--- src/rtl/cmd_frame_decoder.sv ---
module cmd_frame_decoder #(
  parameter int STAGES  = 4,
  parameter int TIMEOUT = 4096
) (
  input  logic                  clk,
  input  logic                  rst_n,
  input  logic                  rx_valid,
  input  logic [7:0]            rx_byte,
  output logic                  reset_pulse,
  output logic                  arm_pulse,
  output logic                  wr_strobe,
  output logic [7:0]            wr_op,
  output logic [31:0]           wr_value,
  output logic [32*STAGES-1:0]  trig_mask,
  output logic [32*STAGES-1:0]  trig_value,
  output logic [32*STAGES-1:0]  trig_cfg,
  output logic [STAGES-1:0]     trig_start,
  output logic [23:0]           divider,
  output logic [31:0]           read_count,
  output logic [31:0]           delay_count,
  output logic [31:0]           flags
);
  localparam int TW = $clog2(TIMEOUT + 1);
  localparam logic [7:0] OP_DIV = 8'h80, OP_SIZE = 8'h81, OP_FLAGS = 8'h82,
                         OP_READ = 8'h83, OP_DELAY = 8'h84, OP_STAGE = 8'hC0;

  logic [2:0]    idx;
  logic [7:0]    op;
  logic [31:0]   sh;
  logic [TW-1:0] gap;

  wire        busy = idx != 3'd0;
  wire        last = rx_valid && idx == 3'd4;
  wire [31:0] full = {rx_byte, sh[31:8]};

  always_ff @(posedge clk) begin
    if (!rst_n) begin
      idx <= '0; op <= '0; sh <= '0; gap <= '0;
      reset_pulse <= 1'b0; arm_pulse <= 1'b0; wr_strobe <= 1'b0;
      wr_op <= '0; wr_value <= '0;
    end else begin
      reset_pulse <= 1'b0;
      arm_pulse   <= 1'b0;
      wr_strobe   <= 1'b0;
      if (rx_valid) begin
        gap <= '0;
        if (!busy) begin
          if (rx_byte[7]) begin
            op  <= rx_byte;
            idx <= 3'd1;
          end else begin
            reset_pulse <= rx_byte == 8'h00;
            arm_pulse   <= rx_byte == 8'h01;
          end
        end else begin
          sh <= full;
          if (idx == 3'd4) begin
            idx       <= '0;
            wr_strobe <= 1'b1;
            wr_op     <= op;
            wr_value  <= full;
          end else begin
            idx <= idx + 3'd1;
          end
        end
      end else if (busy) begin
        if (gap == TW'(TIMEOUT - 1)) begin
          idx <= '0;
          gap <= '0;
        end else begin
          gap <= gap + TW'(1);
        end
      end
    end
  end

  always_ff @(posedge clk) begin
    if (!rst_n) begin
      trig_mask <= '0; trig_value <= '0; trig_cfg <= '0;
      divider <= '0; read_count <= '0; delay_count <= '0; flags <= '0;
    end else if (last) begin
      case (op)
        OP_DIV:   divider <= full[23:0];
        OP_SIZE:  begin
                    read_count  <= {16'h0, full[15:0]};
                    delay_count <= {16'h0, full[31:16]};
                  end
        OP_FLAGS: flags <= full;
        OP_READ:  read_count <= full;
        OP_DELAY: delay_count <= full;
        default: ;
      endcase
      for (int s = 0; s < STAGES; s++) begin
        if (op == OP_STAGE + 8'(4 * s))     trig_mask[32*s +: 32]  <= full;
        if (op == OP_STAGE + 8'(4 * s + 1)) trig_value[32*s +: 32] <= full;
        if (op == OP_STAGE + 8'(4 * s + 2)) trig_cfg[32*s +: 32]   <= full;
      end
    end
  end

  for (genvar g = 0; g < STAGES; g++) begin : g_start
    assign trig_start[g] = trig_cfg[32*g + 27];
  end

  assert_one_event_R3: assert property (@(posedge clk) disable iff (!rst_n)
    $onehot0({reset_pulse, arm_pulse, wr_strobe}));

  assert_reset_from_zero_R3: assert property (@(posedge clk) disable iff (!rst_n)
    reset_pulse |-> $past(rx_valid && rx_byte == 8'h00));

  assert_strobe_after_arg_R2: assert property (@(posedge clk) disable iff (!rst_n)
    wr_strobe |-> $past(rx_valid) && $past(busy));

  assert_resync_R4: assert property (@(posedge clk) disable iff (!rst_n)
    (rx_valid && rx_byte == 8'h00) &&
    $past(rx_valid && rx_byte == 8'h00, 1) && $past(rx_valid && rx_byte == 8'h00, 2) &&
    $past(rx_valid && rx_byte == 8'h00, 3) && $past(rx_valid && rx_byte == 8'h00, 4)
    |=> !busy);

  assert_divider_hold_R6: assert property (@(posedge clk) disable iff (!rst_n)
    !wr_strobe |-> $stable(divider));

  assert_flags_hold_R9: assert property (@(posedge clk) disable iff (!rst_n)
    !wr_strobe |-> $stable(flags) && $stable(read_count) && $stable(trig_cfg));
endmodule

--- config.mk ---
export PLATFORM = sky130hd
export DESIGN_NAME = cmd_frame_decoder
export DESIGN_NICKNAME = d
export VERILOG_FILES = /design/src/rtl/cmd_frame_decoder.sv
export SDC_FILE = /design/constraint.sdc
export NUM_CORES = 1
export LEC_CHECK = 0
export BUFFER_PORTS_ARGS = -buffer_cell sky130_fd_sc_hd__buf_4
export CAP_MARGIN = 15
export CORE_ASPECT_RATIO = 1.1
export CORE_UTILIZATION = 45
export CTS_CLUSTER_DIAMETER = 100
export CTS_CLUSTER_SIZE = 40
export DETAILED_ROUTE_END_ITERATION = 10
export GPL_ROUTABILITY_DRIVEN = 0
export GPL_TIMING_DRIVEN = 0
export HOLD_SLACK_MARGIN = 0.1
export PLACE_DENSITY_LB_ADDON = 0.15
export SLEW_MARGIN = 10
export SYNTH_ARGS = -nofsm -noshare
export SYNTH_HDL_FRONTEND = slang
export SYNTH_SLANG_ARGS = --single-unit
--- constraint.sdc ---
create_clock -name clk -period 2 [get_ports clk]
set_input_delay 0.4 -clock clk [delete_from_list [all_inputs] [get_ports clk]]
set_output_delay 0.4 -clock clk [all_outputs]
set_load 0.1 [all_outputs]
# Yosys cells after proc, flatten, opt, wreduce, memory -nomap -nowiden
# Index checks and enable logic that the tools add are counted.
# totals
register_bits	603
in_bits	11
out_inout_bits	551
# classes
addsub	2
n_eq_ne	20
mux	10
bitwise_logic	3
reduce_logical	31
# ops
operator	count
equality test 8 bit (second input constant)	17
one-hot mux 32 bit (2 select lines)	2
AND reduction 2 bit	17
2-to-1 mux 3 bit	6
adder 13 x 1 -> 13 bit (second input constant)	1
equality test 13 x 12 -> 1 bit (second input constant)	1
2-to-1 mux 13 bit	1
AND reduction 3 bit	4
nonzero test 2 bit	5
equality test 8 x 1 -> 1 bit (second input constant)	1
zero test 8 bit	1
OR reduction 4 bit	1
adder 3 x 1 -> 3 bit (second input constant)	1
equality test 3 bit (second input constant)	1
NOT 1 bit	3
nonzero test 3 bit	1
OR reduction 2 bit	1
logical AND 1 bit	1
2-to-1 mux 1 bit	1

# Longest topological paths before layout
# depth
depth_word	4
depth_mapped	10
ltp_nobuf	6

# Worst setup path before layout
# No wires, ideal clock.
# synth_path
path_kind	register -> register
startpoint	reg idx[0]
endpoint	reg trig_mask[33]
setup_ps	70
arrival_time_ps	1811
required_ps	1930
path_slack_ps	119
path_stages_with_launch	11
n_path_buf	4
period_less_slack_ps	1881
path_cell_list	dfxtp_1 > inv_1 > ha_1 > and4b_1 > buf_2 > buf_6 > buf_12 > nand3_1 > buf_2 > nand2_1 > a21boi_1
# synth_between
elab_chain_cells	3
# synth_lines
element	line_no	source
start: declaration	27	logic [2:0] idx;
start signal: assignment	63	idx <= idx + 3'd1;
equality test 3 bit	33	wire last = rx_valid && idx == 3'd4;
logical AND 1 bit	33	
AND reduction 2 bit (no line)	-	
end signal: indexed assignment	94	if (op == OP_STAGE + 8'(4 * s)) trig_mask[32*s +: 32] <= full;
end: declaration	14	output logic [32*STAGES-1:0] trig_mask,
# Every way passes these cells.
# A chain may end at the register's enable or synchronous reset.

# Worst setup path after layout
# layout_path
startpoint	reg idx[1]
endpoint	reg trig_value[5]
# layout_between
elab_chain_cells	3
# layout_lines
element	line_no	source
equality test 3 bit	33	
logical AND 1 bit	33	
AND reduction 2 bit (no line)	-	
end signal: indexed assignment	95	if (op == OP_STAGE + 8'(4 * s + 1)) trig_value[32*s +: 32] <= full;
end: declaration	15	output logic [32*STAGES-1:0] trig_value,
# Every way passes these cells.

==> reports/metrics.cfg <==
[cts]
clk_latency_ns = 0.59
cts_buffers = 18
ctsLongestPathBuffers = 3
clkSinkCount = 595
tritoncts = done
h-tree-depth = 1
clkSlewWorstSetupHoldPaths_ns = 0.15
root_buffer = clkbuf_16

[global_routing]
grt_usage = 0.3359
grt_max_degree = 41
antenna_found_initial = 1
grt_pass1_vias = 19000
gr-total-overflow = 0
grt_pass1_wl_um = 122500

[sta]
slew_viol_final = 0
fin_worst_skew_ns = 0.02705
hold_ws_ns = 0.1420
setup_viol = 157
fin_crit_sh = 1.046
rsz0062_at_grt = yes
finalCriticalPeriod_ns = 2.092
fmax_mhz = 478.1
setup_slack_ns = -0.09172
max_slew_margin = 0.3171
hold_viol = 0
tightest_slew_ns = 1.024

[finish]
multi_input_area_mm2 = 0.009294
ff_latch_area_mm2 = 0.01192
nets = 3077
drive_gt1_frac = 0.3124
fillCellCount = 4033
fin_area_mm2 = 0.02906
area_delta_synth_final_pct = 35.88

[pwr]
total_leakage_power_nw = 11.43
power.density_mw_per_mm2 = 628.1
peakVddDrop_mv = 0.6935

[place]
portBuffers = 560
dpl_cell_area_mm2 = 0.02639
hpwl_um = 62740

[route]
postRouteAntennaNets = 0
vias = 20600
drtIter0Drc = 1676
routedWlPerCell_um = 23.54
wl_um = 87130
dr.pass1.iters = 7
drc = 0
routed_via_density = 5.566

[synth]
synth_enable_flop_cells = 0
synth_cells = 2412
yosysWarnings = 0
syn-cell-area_mm2 = 0.02139
ys.flop_type = dfxtp_1
ys_seq_elements = 595
synthArstFlopShare = 0
synthDistinctLibCells = 51
syn_avg_cell_area_um2 = 8.868
ys_seq_area_frac = 0.5569
synth_fp_nets = 2426

[critical_path]
regToRegSetupSlack_ns = -0.09
crit_required_ns = 2.47
startpoint = idx[1]
worstPathMaxFanout = 7
critPathTopFamily = buffers and inverters
cpPeakStageDelay_ns = 0.36
crit_top_cell = buf_12
crit_cells = 12
crit_chain = inv_2, ha_4, and4b_1, buf_6, buf_6, buf_12, buf_12, nand4_4, buf_12, clkbuf_16, nand3_2, o21ai_1
path_buf_inv = 7
cp-start-kind = flip-flop
timing.rr.end = trig_value[5]
crit_type = flip-flop to flip-flop
cp_slowest_cell = dfxtp_2
r2r_start = idx[1]
crit_path_end_kind = flip-flop
endpoint = trig_value[5]
r2r_cells = 12
arrival_ns = 2.56

[floorplanning]
die_x_um = 209.9
start_util = 0.4567
dieHeight_um = 230.7
coreArea_mm2 = 0.04684
fp.dieArea_mm2 = 0.04841
fp-row-count = 83
num_io_pins = 562

[run_status]
failed_checks = setup timing
status = finished with violations

[run]
maxCapViolations = 0

[hold_path]
hp-class = primary input to flip-flop
hold_path_depth = 3

[sequential cells by signal (all words and copies together) (netlist names), 32 cells and up]
register / count
trig_mask: 128
delay_count: 32
read_count: 32
wr_value: 32
trig_cfg: 128
trig_value: 128
flags: 32
[how the worst min path moves through the flow]
stage                         startpoint         endpoint
final                         rx_byte[0]        arm_pulse
after floorplan                    op[5]         wr_op[5]
after detailed placement  trig_value[52]   trig_value[52]
after global placement    read_count[18]   read_count[18]
after global routing          rx_byte[2]  delay_count[26]
after CTS                     rx_byte[1]      reset_pulse
[tightest hold or removal path, delay by kind of cell]
family | cells | cell delay [ns]
buffers and inverters | 2 | 0.18
and+or+nand+nor | 1 | 0.12
[cell usage after synthesis (9+ instances only)]
| master | n | area [µm²] |
|---|---|---|
| buf_4 | 9 | 67.56 |
| buf_2 | 88 | 440.4 |
| mux2i_1 | 14 | 140.1 |
| o21ai_0 | 36 | 180.2 |
| o211a_1 | 17 | 170.2 |
| o21ai_1 | 256 | 1281 |
| buf_1 | 28 | 105.1 |
| clkbuf_1 | 109 | 409.1 |
| nand4_1 | 11 | 68.82 |
| dfxtp_1 | 595 | 11910 |
| nand3_1 | 311 | 1556 |
| nand2_1 | 551 | 2068 |
| nor2b_1 | 22 | 137.6 |
| a22oi_1 | 16 | 120.1 |
| a21boi_0 | 117 | 878.3 |
| a21boi_1 | 140 | 1051 |
| nor2_1 | 15 | 56.30 |
[metal layers]
metal,vias to the layer above,track usage,wire length (µm)
met5,-,0,0
met2,927,0.5961,42510
met1,10000,0.3796,31670
li1,9468,-,-
met4,0,0.1314,4513
met3,204,0.09332,8429
[cell families (layout without fill, tap and decap cells)]
logic type	Yosys count	after routing	synth area share
AO/OA/AOI/OAI	593	593	0.1757
XOR/XNOR	9	9	0.003685
adder cells (fa/ha/maj)	3	3	0.001755
buffers and inverters	241	888	0.05019
flip-flops	595	595	0.5569
multiplexers	15	15	0.007078
other	0	1	0
AND/OR/NAND/NOR	956	960	0.2047
[area by class of cell]
class,count,area share
diodes,1,0.00008610
plain buffers,231,0.05063
clock buffers,19,0.01636
clock inverters,1,0.0002583
inverters,4,0.0005166
multi-input cells,1580,0.3198
flip-flops and latches,595,0.4100
well taps,637,0.02742
repair buffers,633,0.1749
[layout by cell type, fill, tap and decap left out, types with 10 or more instances in the layout]
cell / synthesis / layout
clkbuf_2: 1 / 23
nand3_2: 0 / 125
o21ai_1: 256 / 239
nand2_1: 551 / 551
o211a_1: 17 / 17
a21boi_0: 117 / 103
nand4_1: 11 / 11
nor2b_1: 22 / 20
dfxtp_1: 595 / 591
o21ai_0: 36 / 36
nor2_1: 15 / 15
buf_6: 1 / 54
a22oi_1: 16 / 16
a21boi_1: 140 / 152
buf_4: 9 / 629
o21ai_2: 0 / 17
nand3_1: 311 / 183
mux2i_1: 14 / 14
buf_1: 28 / 27
buf_12: 1 / 10
clkbuf_1: 109 / 72
clkbuf_16: 0 / 27
buf_2: 88 / 19
[metrics by stage]
stage / setup WS [ns] / util / power [W] / instances / TNS, ns
floorplan: 0.1185 / - / 0.01267 / 2412 / 0
global placement: -0.6849 / 0.5635 / 0.01300 / 3609 / -172.04
detailed placement: -0.6524 / 0.5635 / 0.01302 / 3609 / -179.63
CTS: -0.02531 / 0.5901 / 0.01821 / 3668 / -0.3502
global route: -0.1367 / 0.6205 / 0.01871 / 3700 / -19.14
finish: -0.09172 / 0.6205 / 0.01825 / 3701 / -5.230
[report_power, final]
part,internal (W),switching (W),leakage (nW)
logic,0.000258,0.000692,6.40
clock network,0.00174,0.00364,0.234
registers,0.0119,0.0000423,4.79
[timing repair]
item                                   in CTS  in global routing
setup buffers                              28                 19
gates cloned                                9                 15
gates resized for setup                   135                299
setup endpoints to repair                 533                522
pin swaps                                   1                 56
endpoints found under the hold margin       6                  0
hold buffers                                6                  0
Note: power is estimated with default switching activity, not from simulation.
